**src/rtl/aud_glob_pkg.sv**
```systemverilog
package aud_glob_pkg;
    localparam int unsigned CTL_COLD_BIT = 1;
    localparam int unsigned CTL_WARM_BIT = 2;
    localparam int unsigned RUN_CAPTURE  = 0;
    localparam int unsigned RUN_PLAYBACK = 1;

    typedef enum logic [1:0] {
        SEL_NONE = 2'd0,
        SEL_CTL  = 2'd1,
        SEL_STS  = 2'd2,
        SEL_SEMA = 2'd3
    } reg_sel_e;
endpackage

```
**src/rtl/aud_glob_ctl_reg.sv**
```systemverilog
module aud_glob_ctl_reg #(
    parameter int unsigned DW = 32,
    parameter int unsigned NCH = 3,
    parameter logic [NCH-1:0] RUN_MASK = 3'b011
) (
    input  logic           clk,
    input  logic           rst_n,
    input  logic           wr_i,
    input  logic [DW-1:0]  wdata_i,
    input  logic [NCH-1:0] run_i,
    output logic [DW-1:0]  ctl_o,
    output logic           open_o,
    output logic           sema_clr_o,
    output logic [NCH-1:0] rst_o,
    output logic [NCH-1:0] halt_o
);
    import aud_glob_pkg::*;

    localparam logic [DW-1:0] WARM_M = {{(DW-1){1'b0}}, 1'b1} << CTL_WARM_BIT;

    typedef struct packed {
        logic [DW-1:0]  ctl;
        logic [NCH-1:0] rst;
        logic [NCH-1:0] halt;
    } ctl_state_t;

    ctl_state_t st_d, st_q;
    logic       busy;

    assign busy = |(run_i & RUN_MASK);

    always_comb begin
        st_d      = st_q;
        st_d.rst  = '0;
        st_d.halt = '0;
        if (wr_i) begin
            if (!wdata_i[CTL_COLD_BIT]) begin
                st_d.ctl = wdata_i & ~WARM_M;
                st_d.rst = '1;
            end else if (wdata_i[CTL_WARM_BIT] && !busy) begin
                st_d.ctl  = wdata_i & ~WARM_M;
                st_d.halt = '1;
            end else begin
                st_d.ctl = wdata_i;
            end
        end
    end

    always_ff @(posedge clk or negedge rst_n) begin
        if (!rst_n) st_q <= '0;
        else        st_q <= st_d;
    end

    assign ctl_o      = st_q.ctl;
    assign open_o     = st_q.ctl[CTL_COLD_BIT];
    assign sema_clr_o = wr_i && !wdata_i[CTL_COLD_BIT];
    assign rst_o      = st_q.rst;
    assign halt_o     = st_q.halt;


    rst_in_cold_chk: assert property (@(posedge clk) disable iff (!rst_n)
        (|st_q.rst) |-> !st_q.ctl[CTL_COLD_BIT]);

    warm_selfclr_chk: assert property (@(posedge clk) disable iff (!rst_n)
        (|st_q.halt) |-> !st_q.ctl[CTL_WARM_BIT]);

    halt_idle_chk: assert property (@(posedge clk) disable iff (!rst_n)
        (|st_q.halt) |-> !(|($past(run_i) & RUN_MASK)));

    rst_halt_excl_chk: assert property (@(posedge clk) disable iff (!rst_n)
        !((|st_q.rst) && (|st_q.halt)));
endmodule

```
**src/rtl/aud_glob_sema.sv**
```systemverilog
module aud_glob_sema #(
    parameter int unsigned SW = 8
) (
    input  logic          clk,
    input  logic          rst_n,
    input  logic          wr_i,
    input  logic          clr_i,
    input  logic [SW-1:0] wdata_i,
    output logic [SW-1:0] sema_o
);
    logic [SW-1:0] sema_d, sema_q;

    always_comb begin
        sema_d = sema_q;
        if (clr_i)     sema_d = '0;
        else if (wr_i) sema_d = wdata_i;
    end

    always_ff @(posedge clk or negedge rst_n) begin
        if (!rst_n) sema_q <= '0;
        else        sema_q <= sema_d;
    end

    assign sema_o = sema_q;


    sema_clr_chk: assert property (@(posedge clk) disable iff (!rst_n)
        clr_i |=> (sema_q == '0));
endmodule

```
**src/rtl/aud_glob_irq_agg.sv**
```systemverilog
module aud_glob_irq_agg #(
    parameter int unsigned NCH = 3
) (
    input  logic           clk,
    input  logic           rst_n,
    input  logic [NCH-1:0] irq_i,
    output logic [NCH-1:0] sts_o,
    output logic           irq_o
);
    typedef struct packed {
        logic [NCH-1:0] sts;
        logic           irq;
    } agg_state_t;

    agg_state_t st_d, st_q;

    always_comb begin
        st_d     = st_q;
        st_d.sts = irq_i;
        st_d.irq = |st_q.sts;
    end

    always_ff @(posedge clk or negedge rst_n) begin
        if (!rst_n) st_q <= '0;
        else        st_q <= st_d;
    end

    assign sts_o = st_q.sts;
    assign irq_o = st_q.irq;


    sts_source_chk: assert property (@(posedge clk) disable iff (!rst_n)
        (|st_q.sts) |-> $past(|irq_i));

    irq_rise_chk: assert property (@(posedge clk) disable iff (!rst_n)
        $rose(st_q.irq) |-> $past(|st_q.sts));

    irq_quiet_chk: assert property (@(posedge clk) disable iff (!rst_n)
        ($past(st_q.sts) == '0) |-> !st_q.irq);
endmodule

```
**src/rtl/aud_glob_ctrl.sv**
```systemverilog
module aud_glob_ctrl #(
    parameter int unsigned DW = 32,
    parameter int unsigned AW = 8,
    parameter int unsigned NCH = 3,
    parameter int unsigned SW = 8,
    parameter logic [AW-1:0] CTL_OFS = 8'h2C,
    parameter logic [AW-1:0] STS_OFS = 8'h30,
    parameter logic [AW-1:0] SEMA_OFS = 8'h34,
    parameter logic [NCH-1:0] RUN_MASK = 3'b011
) (
    input  logic           clk,
    input  logic           rst_n,
    input  logic [AW-1:0]  bus_addr_i,
    input  logic           bus_wr_i,
    input  logic           bus_byte_i,
    input  logic [DW-1:0]  bus_wdata_i,
    output logic [DW-1:0]  bus_rdata_o,
    input  logic [NCH-1:0] chan_irq_i,
    input  logic [NCH-1:0] run_i,
    output logic [NCH-1:0] chan_rst_o,
    output logic [NCH-1:0] chan_halt_o,
    output logic           chan_wr_o,
    output logic           cold_o,
    output logic           irq_o
);
    import aud_glob_pkg::*;

    reg_sel_e      sel;
    logic          open;
    logic          ctl_wr, sema_wr, sema_clr;
    logic [DW-1:0] ctl;
    logic [SW-1:0] sema;
    logic [NCH-1:0] sts;

    always_comb begin
        if (bus_addr_i == CTL_OFS)       sel = SEL_CTL;
        else if (bus_addr_i == STS_OFS)  sel = SEL_STS;
        else if (bus_addr_i == SEMA_OFS) sel = SEL_SEMA;
        else                             sel = SEL_NONE;
    end

    assign ctl_wr    = bus_wr_i && !bus_byte_i && (sel == SEL_CTL);
    assign sema_wr   = bus_wr_i && open && (sel == SEL_SEMA);
    assign chan_wr_o = bus_wr_i && open && (sel == SEL_NONE);
    assign cold_o    = !open;

    aud_glob_ctl_reg #(.DW(DW), .NCH(NCH), .RUN_MASK(RUN_MASK)) u_ctl (
        .clk(clk), .rst_n(rst_n), .wr_i(ctl_wr), .wdata_i(bus_wdata_i),
        .run_i(run_i), .ctl_o(ctl), .open_o(open), .sema_clr_o(sema_clr),
        .rst_o(chan_rst_o), .halt_o(chan_halt_o)
    );

    aud_glob_sema #(.SW(SW)) u_sema (
        .clk(clk), .rst_n(rst_n), .wr_i(sema_wr), .clr_i(sema_clr),
        .wdata_i(bus_wdata_i[SW-1:0]), .sema_o(sema)
    );

    aud_glob_irq_agg #(.NCH(NCH)) u_irq (
        .clk(clk), .rst_n(rst_n), .irq_i(chan_irq_i), .sts_o(sts), .irq_o(irq_o)
    );

    always_comb begin
        bus_rdata_o = '0;
        unique case (sel)
            SEL_CTL:  bus_rdata_o = ctl;
            SEL_STS:  bus_rdata_o[NCH-1:0] = sts;
            SEL_SEMA: bus_rdata_o[SW-1:0] = sema;
            default:  bus_rdata_o = '0;
        endcase
    end


    cold_sema_hold_chk: assert property (@(posedge clk) disable iff (!rst_n)
        (cold_o && bus_wr_i && sel == SEL_SEMA) |=> $stable(sema));

    cold_wr_block_chk: assert property (@(posedge clk) disable iff (!rst_n)
        cold_o |-> !chan_wr_o);

    byte_ctl_ignore_chk: assert property (@(posedge clk) disable iff (!rst_n)
        (bus_wr_i && bus_byte_i && sel == SEL_CTL) |=> $stable(ctl));
endmodule

```
**config.mk**
```make
export PLATFORM = sky130hd
export DESIGN_NAME = aud_glob_ctrl
export DESIGN_NICKNAME = d
export VERILOG_FILES = /design/src/rtl/aud_glob_pkg.sv /design/src/rtl/aud_glob_ctl_reg.sv /design/src/rtl/aud_glob_sema.sv /design/src/rtl/aud_glob_irq_agg.sv /design/src/rtl/aud_glob_ctrl.sv
export SDC_FILE = /design/constraint.sdc
export NUM_CORES = 1
export LEC_CHECK = 0
export ABC_AREA = 1
export BUFFER_PORTS_ARGS = -buffer_cell sky130_fd_sc_hd__buf_2
export CAP_MARGIN = 10
export CORE_AREA = 2 2 72 74
export CTS_CLUSTER_SIZE = 20
export DETAILED_ROUTE_END_ITERATION = 7
export DIE_AREA = 0 0 74 76
export HOLD_SLACK_MARGIN = 0.08
export PLACE_DENSITY_LB_ADDON = 0.12
export SLEW_MARGIN = 40
export SYNTH_ARGS = -nofsm -noshare
export SYNTH_HDL_FRONTEND = slang
export SYNTH_HIERARCHICAL = 1
export SYNTH_SLANG_ARGS = --single-unit
```
**constraint.sdc**
```tcl
create_clock -name clk -period 1.75 [get_ports clk]
set_clock_uncertainty 0.1 [all_clocks]
set_input_delay 0.0875 -clock clk [delete_from_list [all_inputs] [get_ports clk]]
set_output_delay 0.0875 -clock clk [all_outputs]
set_load 0.01 [all_outputs]
```
==> results.toml, run 1 <==
[outcome]
status = "finished, final reports clean"

[final_layout]
nets = 475
syn_to_final_growth_pct = 36.4
final_cell_mix = "107 x nand2_1, 89 x buf_2, 46 x dfrtp_1"
drive_gt1_share_pct = 36.9
diodes = 0
final_common_cell = "nand2_1"
fin_area_mm2 = 0.00346
fillCellCount = 429

[critical_path]
cp_cell_sequence = "buf_2, inv_2, nand2_2, nor2_8, nand2_8, buf_4, nand2_1, nor2_1, buf_2"
crit_fanout = 25
crit_required_ns = 1.56
worstPathArrival_ns = 1.30
endpoint_kind = "output pin"
path_common_cell = "buf_2"
slowest_delay_ns = 0.51
crit_slowest_cell = "buf_4"
worst_setup_path_start_kind = "input pin"
worstSetupPathType = "input pin to output pin"

[floorplanning]
ios = 91
fp.dieW_um = 74
num_rows = 26
core-area_mm2 = 0.00491
start_util_pct = 51.6
design.die.area_mm2 = 0.00562
die_y_um = 76

[routing]
drc = 0
ant_nets = 0
via_count = 2185
wl_um = 5390
post_drt_wl_per_cell_um = 10.9
drt_first_pass_iters = 4
dr.first_iter.drc_count = 116
via_per_inst = 4.41

[sta]
setup_viol = 0
hold_viol = 0
rsz0062_at_grt = "false"
fin_crit_sh_pct = 85.1
relSlewSlack_pct = 57.9
worst_slew_pin_slew_ns = 0.632
finalSetupTns_ns = 0
finalMaxSlewViolations = 0
period_minus_slack_ns = 1.49
max_clock_freq_mhz = 671

[synthesis]
ys_ff_latch = 46
syn_inst = 295
synth_ff_type = "dfrtp_1"
synth-async-reset-ratio_pct = 100
netlist_area_mm2 = 0.00253
ys_seq_area_share_pct = 45.4
synth_fp_nets = 345
ys_types = 20
ys_warn_count = 6
synth_edf_count = 0
avgSynthCellArea_um2 = 8.59

[pwr]
leakagePower_nw = 1.87
power_density_mw_per_mm2 = 576
ir_worst_vdd_mv = 0.337

[clock_tree]
path_clk_slew_ns = 0.08
clk_path_buf_depth = 2
cts-buffers-inserted = 5
cts_sinks = 46
h-tree-depth = 2
clock-root-buffer = "clkbuf_8"
clock_latency_ns = 0.29
tritoncts = "yes"
ctsResizeCount = 0

[global_routing]
grt_pass1_vias = 2206
grt_pass1_wl_um = 9130
antenna_found_initial = 0
grt_start_max_net_pins = 32
grtUsageTotal_pct = 20.6
grt.overflow.total = 0

[hold_path]
hp-class = "input pin to register"

[place]
io_buffers = 89
gp_congestion = 0.763
place_hpwl_um = 3660
placed_cell_area_mm2 = 0.00299

[flow_run]
drv_cap = 0
==> repair_timing <==
| action | in CTS | in global routing |
|---|---|---|
| setup buffers | 0 | 0 |
| endpoints found under the setup margin | 0 | 0 |
| endpoints found under the hold margin | 91 | 0 |
| hold buffers | 38 | 0 |
==> worst paths after layout <==
path                                    end            from  slack [ns]  cells past startpoint
max                               chan_wr_o   bus_addr_i[0]        0.26                      9
min                          u_ctl/rst_o[1]      bus_byte_i        0.11                      5
max reg2reg                u_sema/sema_o[7]  u_ctl/ctl_o[1]        0.56                      6
min reg2reg                     u_irq/irq_o  u_irq/sts_o[1]        0.37                      2
max in group asynchronous  u_sema/sema_o[1]           rst_n        0.87                      3
min in group asynchronous   u_ctl/ctl_o[12]           rst_n        0.19                      2
==> state kept, by name (all words and copies together), names as in the netlist <==
register,count
u_ctl/halt_o,1
u_irq/sts_o,3
u_ctl/rst_o,1
u_sema/sema_o,8
u_irq/irq_o,1
u_ctl/ctl_o,32
==> critical path, delay by kind of cell <==
family	cells	cell delay, ns
buffers and inverters	4	0.75
AND/OR/NAND/NOR	5	0.45
==> synth_stat cells (2+ instances only) <==
master	number	area share, %
nand2_2	16	4.0
nor2_4	20	8.9
buf_4	6	1.8
inv_1	31	4.6
nor2_1	13	1.9
inv_2	4	0.59
clkbuf_8	2	1.1
buf_6	5	2.2
nand2_1	107	16
nand3_1	31	6.1
buf_12	3	2.4
nor2_2	2	0.49
nor2_8	3	2.4
dfrtp_1	46	45
==> where the power goes <==
| part | internal [mW] | switching (mW) | leakage, nW |
|---|---|---|---|
| Combinational | 0.124 | 0.103 | 1.20 |
| Clock | 0.319 | 0.346 | 0.0482 |
| Sequential | 1.09 | 0.0141 | 0.628 |
| Total | 1.53 | 0.463 | 1.87 |
==> layout make-up <==
cell class | count | area (um^2) | area share, %
tap | 70 | 87.6 | 2.53
timing repair buffer | 139 | 928 | 26.9
sequential | 46 | 1150 | 33.3
clock inverter | 1 | 5.00 | 0.145
clock buffer | 7 | 86.3 | 2.50
multi-input combinational | 197 | 1060 | 30.5
inverter | 36 | 143 | 4.13
==> kinds of logic (layout without fill, tap and decap cells) <==
logic type	Yosys count	in the layout	share of synthesized area [%]
buffers and inverters	52	183	13.1
and+or+nand+nor	196	196	41.3
AOI/OAI and AO/OA	1	1	0.197
DFF	46	46	45.4
==> metal layers <==
| layer | track usage (%) | wire (um) | vias to the layer above |
|---|---|---|---|
| li1 | - | - | 1128 |
| met1 | 23.2 | 2270 | 981 |
| met2 | 37.8 | 2760 | 67 |
| met3 | 3.31 | 272 | 9 |
| met4 | 7.64 | 85 | 0 |
| met5 | 0 | 0 | - |
==> metrics by stage <==
step                instances  util (%)  setup WS, ns  power [mW]  hold WS, ns
finish                    496      70.4         0.260        1.99        0.113
global route              496      70.4         0.153        2.08        0.122
CTS                       496      70.4         0.232        2.02        0.109
detailed placement        450      60.8        0.0806        1.29      -0.0196
global placement          450      60.8         0.117        1.28      -0.0226
floorplan                 295         -        0.0128        1.19       -0.308
Note: power is estimated with default switching activity, not from simulation.
==> run 2, diff against run 1 <==
--- a/config.mk
+++ b/config.mk
@@ -8,10 +8,10 @@
 export ABC_AREA = 1
 export BUFFER_PORTS_ARGS = -buffer_cell sky130_fd_sc_hd__buf_2
 export CAP_MARGIN = 10
-export CORE_AREA = 2 2 72 74
+export CORE_AREA = 2 2 104 106
 export CTS_CLUSTER_SIZE = 20
 export DETAILED_ROUTE_END_ITERATION = 7
-export DIE_AREA = 0 0 74 76
+export DIE_AREA = 0 0 106 108
 export HOLD_SLACK_MARGIN = 0.08
 export PLACE_DENSITY_LB_ADDON = 0.12
 export SLEW_MARGIN = 40
==> constraint.sdc (replaced) <==
create_clock -name clk -period 1.75 [get_ports clk]
set_clock_uncertainty 0.1 [all_clocks]
set_input_delay 0.0875 -clock clk [delete_from_list [all_inputs] [get_ports clk]]
set_output_delay 0.0875 -clock clk [all_outputs]
set_load 0.05 [all_outputs]
==> run 2 against run 1 <==
Non-clock buffer count is 3 higher. Sequential cell count unchanged. Sequential power hardly changed. Critical path depth shrank 1. Hold slack better by 0.052 ns. Setup slack gained 0.027 ns. Sequential share of layout area fell by 1.1 points. Maximum frequency rose by 1.9%. Cell count grew 14%. Register-to-register slack about the same. Largest cell class unchanged.
==> results.toml, run 2 (same netlist as run 1, synthesis figures left out) <==
[outcome]
status = "finished, final reports clean"

[pwr]
swShare_pct = 24.7
leakagePower_nw = 1.89
finalPower_mw = 2.03
power_frac_comb_pct = 11.8
ir_worst_vdd_mv = 0.250
seq_power_share_pct = 54.1
p_sw_mw = 0.503
clkPwrFrac_pct = 34.1
internal-power_mw = 1.53
power_density_mw_per_mm2 = 569

[final_layout]
final_cell_mix = "107 x nand2_1, 89 x buf_2, 46 x dfrtp_1"
nets = 478
drive_gt1_share_pct = 37.3
multi_input_area_mm2 = 0.00106
largest_reg_flops = 32
stdcell_count = 565
syn_to_final_growth_pct = 41.1
diodes = 0
fin_area_mm2 = 0.00357
postLayoutCoreUtil_pct = 34.9
fillCellCount = 1118
regArea_mm2 = 0.00115
final_common_cell = "nand2_1"

[critical_path]
crit_required_ns = 1.56
slowest_delay_ns = 0.28
worst_setup_path_start_kind = "input pin"
worstSetupPathType = "input pin to output pin"
r2r_start = "u_ctl/ctl_o[1]"
cp_cell_sequence = "buf_2, inv_1, nand2_2, nor2_8, nand2_8, buf_4, nor2_1, buf_2"
reg2reg_slack_ns = 0.56
crit_end = "bus_rdata_o[9]"
crit_fanout = 19
worstPathArrival_ns = 1.28
path_common_cell = "buf_2"
reg2regPathDepth = 6
crit_slowest_cell = "buf_2"
r2r_end = "u_sema/sema_o[3]"
endpoint_kind = "output pin"
setup.worst_path.start = "bus_addr_i[1]"

[clock_tree]
h-tree-depth = 2
path_clk_slew_ns = 0.09
hold_buffers = 38
clock-root-buffer = "clkbuf_8"
clock_latency_ns = 0.30
tritoncts = "yes"
cts_sinks = 46
postCtsSetupRepairBufs = 0
ctsResizeCount = 0
cts-buffers-inserted = 5
clk_path_buf_depth = 2

[sta]
whs_ns = 0.164
fin_ws_ns = 0.287
relSlewSlack_pct = 64.5
finalMaxSlewViolations = 0
hold_viol = 0
rsz0062_at_grt = "false"
fin_crit_sh_pct = 83.6
finalSetupTns_ns = 0
max_clock_freq_mhz = 684
worst_slew_pin_slew_ns = 0.533
period_minus_slack_ns = 1.46
setup_viol = 0

[routing]
via_count = 2180
post_drt_wl_per_cell_um = 11.4
drt_first_pass_iters = 4
ant_nets = 0
wl_um = 6430
drc = 0
via_per_inst = 3.86
dr.first_iter.drc_count = 53

[floorplanning]
ios = 91
design.die.area_mm2 = 0.0114
num_rows = 37
fp.dieW_um = 106
die_y_um = 108
core-area_mm2 = 0.0102
start_util_pct = 24.8

[global_routing]
grt_start_max_net_pins = 32
grt_pass1_wl_um = 10800
grtUsageTotal_pct = 12.1
grt_pass1_vias = 2191
grt.overflow.total = 0
antenna_found_initial = 0

[place]
placed_cell_area_mm2 = 0.00310
pre_cts_ws_ns = 0.0601
gp_congestion = 0.744
io_buffers = 89
place_hpwl_um = 4630
placed_cells = 519

[hold_path]
hp-class = "input pin to register"
worstHoldPathCells = 5

[flow_run]
drv_cap = 0
-- run 2: final cells by class --
cell class / instances / share of cell area (%)
Sequential cell: 46 / 32.2
Timing Repair Buffer: 142 / 27.0
Tap cell: 136 / 4.76
Inverter: 36 / 3.99
Clock buffer: 7 / 2.42
Multi-Input combinational cell: 197 / 29.5
Clock inverter: 1 / 0.140
-- run 2: how the worst min path moves through the flow --
| stage | to | from | slack (ns) |
|---|---|---|---|
| after floorplan | u_ctl/ctl_o[0] | rst_n | -0.31 |
| after global placement | u_ctl/rst_o[1] | rst_n | 0.01 |
| after detailed placement | u_ctl/rst_o[1] | rst_n | 0.005 |
| after CTS | u_ctl/ctl_o[31] | bus_byte_i | 0.17 |
| after global routing | u_ctl/ctl_o[28] | bus_byte_i | 0.19 |
| final | u_ctl/ctl_o[10] | bus_byte_i | 0.16 |
-- run 2: power by group through the flow --
stage | Clock [mW] | Combinational, mW | Sequential, mW
floorplan | 0 | 0.0725 | 1.12
global placement | 0 | 0.181 | 1.12
detailed placement | 0 | 0.180 | 1.12
CTS | 0.726 | 0.246 | 1.10
global route | 0.783 | 0.269 | 1.10
finish | 0.693 | 0.240 | 1.10
-- run 2: routing by layer --
| metal | track usage, % | up-vias | wire length, um |
|---|---|---|---|
| met5 | 0 | - | 0 |
| met2 | 20.2 | 53 | 3070 |
| met3 | 2.47 | 5 | 290 |
| li1 | - | 1139 | - |
| met1 | 15.9 | 983 | 3000 |
| met4 | 3.67 | 0 | 65 |
-- run 2: worst max-delay path: cells and delay by family --
kind	cells	cell delay, ns
buf+inv	4	0.70
simple gates	4	0.48
==> run 3, diff against run 2 <==
--- a/config.mk
+++ b/config.mk
@@ -5,13 +5,13 @@
 export SDC_FILE = /design/constraint.sdc
 export NUM_CORES = 1
 export LEC_CHECK = 0
-export ABC_AREA = 1
+export ABC_AREA = 0
 export BUFFER_PORTS_ARGS = -buffer_cell sky130_fd_sc_hd__buf_2
 export CAP_MARGIN = 10
-export CORE_AREA = 2 2 104 106
+export CORE_AREA = 2 2 99 101
 export CTS_CLUSTER_SIZE = 20
 export DETAILED_ROUTE_END_ITERATION = 7
-export DIE_AREA = 0 0 106 108
+export DIE_AREA = 0 0 101 103
 export HOLD_SLACK_MARGIN = 0.08
 export PLACE_DENSITY_LB_ADDON = 0.12
 export SLEW_MARGIN = 40
==> constraint.sdc (replaced) <==
create_clock -name clk -period 1.4 [get_ports clk]
set_clock_uncertainty 0.1 [all_clocks]
set_input_delay 0.07 -clock clk [delete_from_list [all_inputs] [get_ports clk]]
set_output_delay 0.07 -clock clk [all_outputs]
set_load 0.05 [all_outputs]
==> run 3 against run 2 <==
Highest routed layer unchanged. Critical endpoint is now u_ctl/ctl_o[24]. Synthesized cell count fell by 42%. Clock power up 33%. Area after synthesis is 11% lower. Cell area up 9.2%. Critical path type is now input pin to register. The flow now finishes with violations (negative setup slack). Count of clock-buffer cells in the layout unchanged. Die area decreased by 9.1%. Largest power group unchanged. Setup slack lost 0.61 ns.
==> results.toml, run 3 <==
[outcome]
status = "finished with violations"
violations = "negative setup slack"

[critical_path]
worstSetupPathType = "input pin to register"
r2r_end = "u_sema/sema_o[7]"
cp_top_family = "simple AND/OR/NAND/NOR gates"
endpoint_kind = "register"
reg2regPathDepth = 5
r2r_start = "u_ctl/ctl_o[1]"
worst-path-buf-inv = 2
crit_fanout = 13
reg2reg_slack_ns = 0.16
cp_cell_sequence = "buf_6, or4b_4, nor3b_4, and3b_2, buf_12, mux2_2"
worst_setup_path_start_kind = "input pin"
worstPathArrival_ns = 1.82
crit_required_ns = 1.50
crit_slowest_cell = "or4b_4"
slowest_delay_ns = 0.56

[synthesis]
yosysMostFrequentCell = "dfrtp_1"
synth_xor_xnor_area_share_pct = 0
ys_ff_latch = 46
synth_top_cells_by_count = "46 x dfrtp_1, 26 x mux2_4, 24 x and2_1"
netlist_area_mm2 = 0.00226
synth_top_family_by_area = "multiplexers"
yosysTopAreaCell = "dfrtp_1"
ys_seq_area_share_pct = 50.9
synthSimpleGateAreaFrac_pct = 14.3
synth_edf_count = 0
synth-async-reset-ratio_pct = 100
avgSynthCellArea_um2 = 13.2
synth_top_area_share_pct = 50.9
synth-adder-area-share_pct = 0
synth-compound-area-share_pct = 3.70
synthTopCellsByArea = "dfrtp_1 51%, mux2_4 17%, and2_1 6.6%"
synth_fp_nets = 221
synth_ff_type = "dfrtp_1"
ys_warn_count = 6
syn_inst = 171
synthMuxAreaShare_pct = 24.8
ys_types = 28

[pwr]
power_frac_comb_pct = 12.0
leakagePower_nw = 1.82
swShare_pct = 23.3
clkPwrFrac_pct = 35.3
p_sw_mw = 0.608
ir_worst_vdd_mv = 0.386
seq_power_share_pct = 52.7
internal-power_mw = 2.00
power_density_mw_per_mm2 = 669

[clock_tree]
path_clk_slew_ns = 0.09
clock_latency_ns = 0.29
cts-buffers-inserted = 5
h-tree-depth = 2
clk_path_buf_depth = 2
cts_sinks = 46
tritoncts = "yes"
clock-root-buffer = "clkbuf_8"

[floorplanning]
fp.dieW_um = 101
design.die.area_mm2 = 0.0104
num_rows = 36
ios = 91
core-area_mm2 = 0.00946
die_y_um = 103
start_util_pct = 23.9

[final_layout]
final_cell_mix = "54 x buf_2, 46 x dfrtp_1, 38 x dlygate4sd3_1"
nets = 360
syn_to_final_growth_pct = 72.4
fillCellCount = 899
diodes = 0
fin_area_mm2 = 0.00390
largest_reg_flops = 32
drive_gt1_share_pct = 62.7
final_common_cell = "buf_2"

[global_routing]
grtUsageTotal_pct = 11.9
grt_pass1_wl_um = 9540
grt_start_max_net_pins = 47
antenna_found_initial = 0
grt.overflow.total = 0
grt_pass1_vias = 1918

[sta]
fin_crit_sh_pct = 123
setup_viol = 75
period_minus_slack_ns = 1.73
fin_ws_ns = -0.325
rsz0062_at_grt = "true"
hold_viol = 0
whs_ns = 0.168
max_clock_freq_mhz = 580
finalMaxSlewViolations = 0
relSlewSlack_pct = 78.1
worst_slew_pin_slew_ns = 0.329

[place]
placed_cell_area_mm2 = 0.00303
gp_congestion = 0.712
place_hpwl_um = 4060
io_buffers = 89

[routing]
via_per_inst = 4.19
drt_first_pass_iters = 3
via_count = 1780
drc = 0
wl_um = 5980
ant_nets = 0
post_drt_wl_per_cell_um = 14.1
dr.first_iter.drc_count = 23

[hold_path]
hp-class = "input pin to async pin"

[flow_run]
drv_cap = 0
[run 3: cell count changes in the layout (fill, tap and decap cells not counted), sizes merged, moves of 20 or more]
cell and change:
nor2 -20, and2 +24, mux2 +34, nand2 -125
inv -34, nand3 -29
[run 3: power by group through the flow]
stage               clock [mW]  combinational, mW  sequential, mW
floorplan                    0             0.0752            1.40
global placement             0              0.222            1.40
detailed placement           0              0.223            1.40
CTS                      0.982              0.316            1.38
global route              1.03              0.341            1.38
finish                   0.923              0.312            1.38
[run 3: repair_timing]
action,CTS,global route
setup endpoints to repair,75,76
setup buffers,1,0
endpoints found under the hold margin,91,0
gates cloned,1,0
gates resized for setup,103,5
pin swaps,9,5
hold buffers,38,0
[run 3: area by class of cell]
class | instances | area [um^2] | share of cell area [%]
Clock buffer | 7 | 96.3 | 2.47
Clock inverter | 1 | 8.76 | 0.224
Inverter | 2 | 7.51 | 0.192
Multi-Input combinational cell | 109 | 1150 | 29.4
Sequential cell | 46 | 1150 | 29.5
Tap cell | 114 | 143 | 3.66
Timing Repair Buffer | 146 | 1350 | 34.5
[run 3: worst register-to-register path, cell delays in order, from the launching register on]
cell     delay [ns]
dfrtp_1        0.41
nand3_1        0.10
nor2_2         0.14
buf_4          0.16
mux2i_1        0.17
nor2_1         0.06
[run 3: cells by family (layout without fill, tap and decap cells)]
kind of cell	count (synthesis)	after routing
simple gates	55	56
flops	46	46
mux	42	42
compound gates	11	11
buf+inv	17	156
[run 3: worst max-delay path by stage]
stage / startpoint / end / cells after the start
after global routing: bus_addr_i[0] / u_ctl/ctl_o[25] / 6
after floorplan: bus_addr_i[0] / u_sema/sema_o[0] / 8
after CTS: bus_addr_i[0] / u_ctl/ctl_o[24] / 6
after detailed placement: bus_addr_i[0] / u_ctl/ctl_o[25] / 6
final: bus_addr_i[0] / u_ctl/ctl_o[24] / 6
after global placement: bus_addr_i[0] / u_ctl/ctl_o[17] / 6
[run 3: routing by layer]
| layer | up-vias | GRT usage [%] | share of wire (%) |
|---|---|---|---|
| li1 | 853 | - | - |
| met1 | 880 | 14.7 | 42 |
| met2 | 41 | 21.0 | 53 |
| met3 | 6 | 2.64 | 3.3 |
| met4 | 0 | 3.12 | 1.0 |
| met5 | - | 0 | 0 |
[run 3: through the flow]
stage / util [%] / setup TNS [ns] / std cells / setup slack (ns) / total power [mW]
after floorplan: - / -21.72 / 171 / -0.469 / 1.48
after global placement: 32.1 / -39.49 / 377 / -0.592 / 1.62
after detailed placement: 32.1 / -40.23 / 377 / -0.616 / 1.62
after CTS: 41.1 / -21.25 / 425 / -0.332 / 2.68
after global routing: 41.3 / -24.47 / 425 / -0.374 / 2.75
final: 41.3 / -20.24 / 425 / -0.325 / 2.61
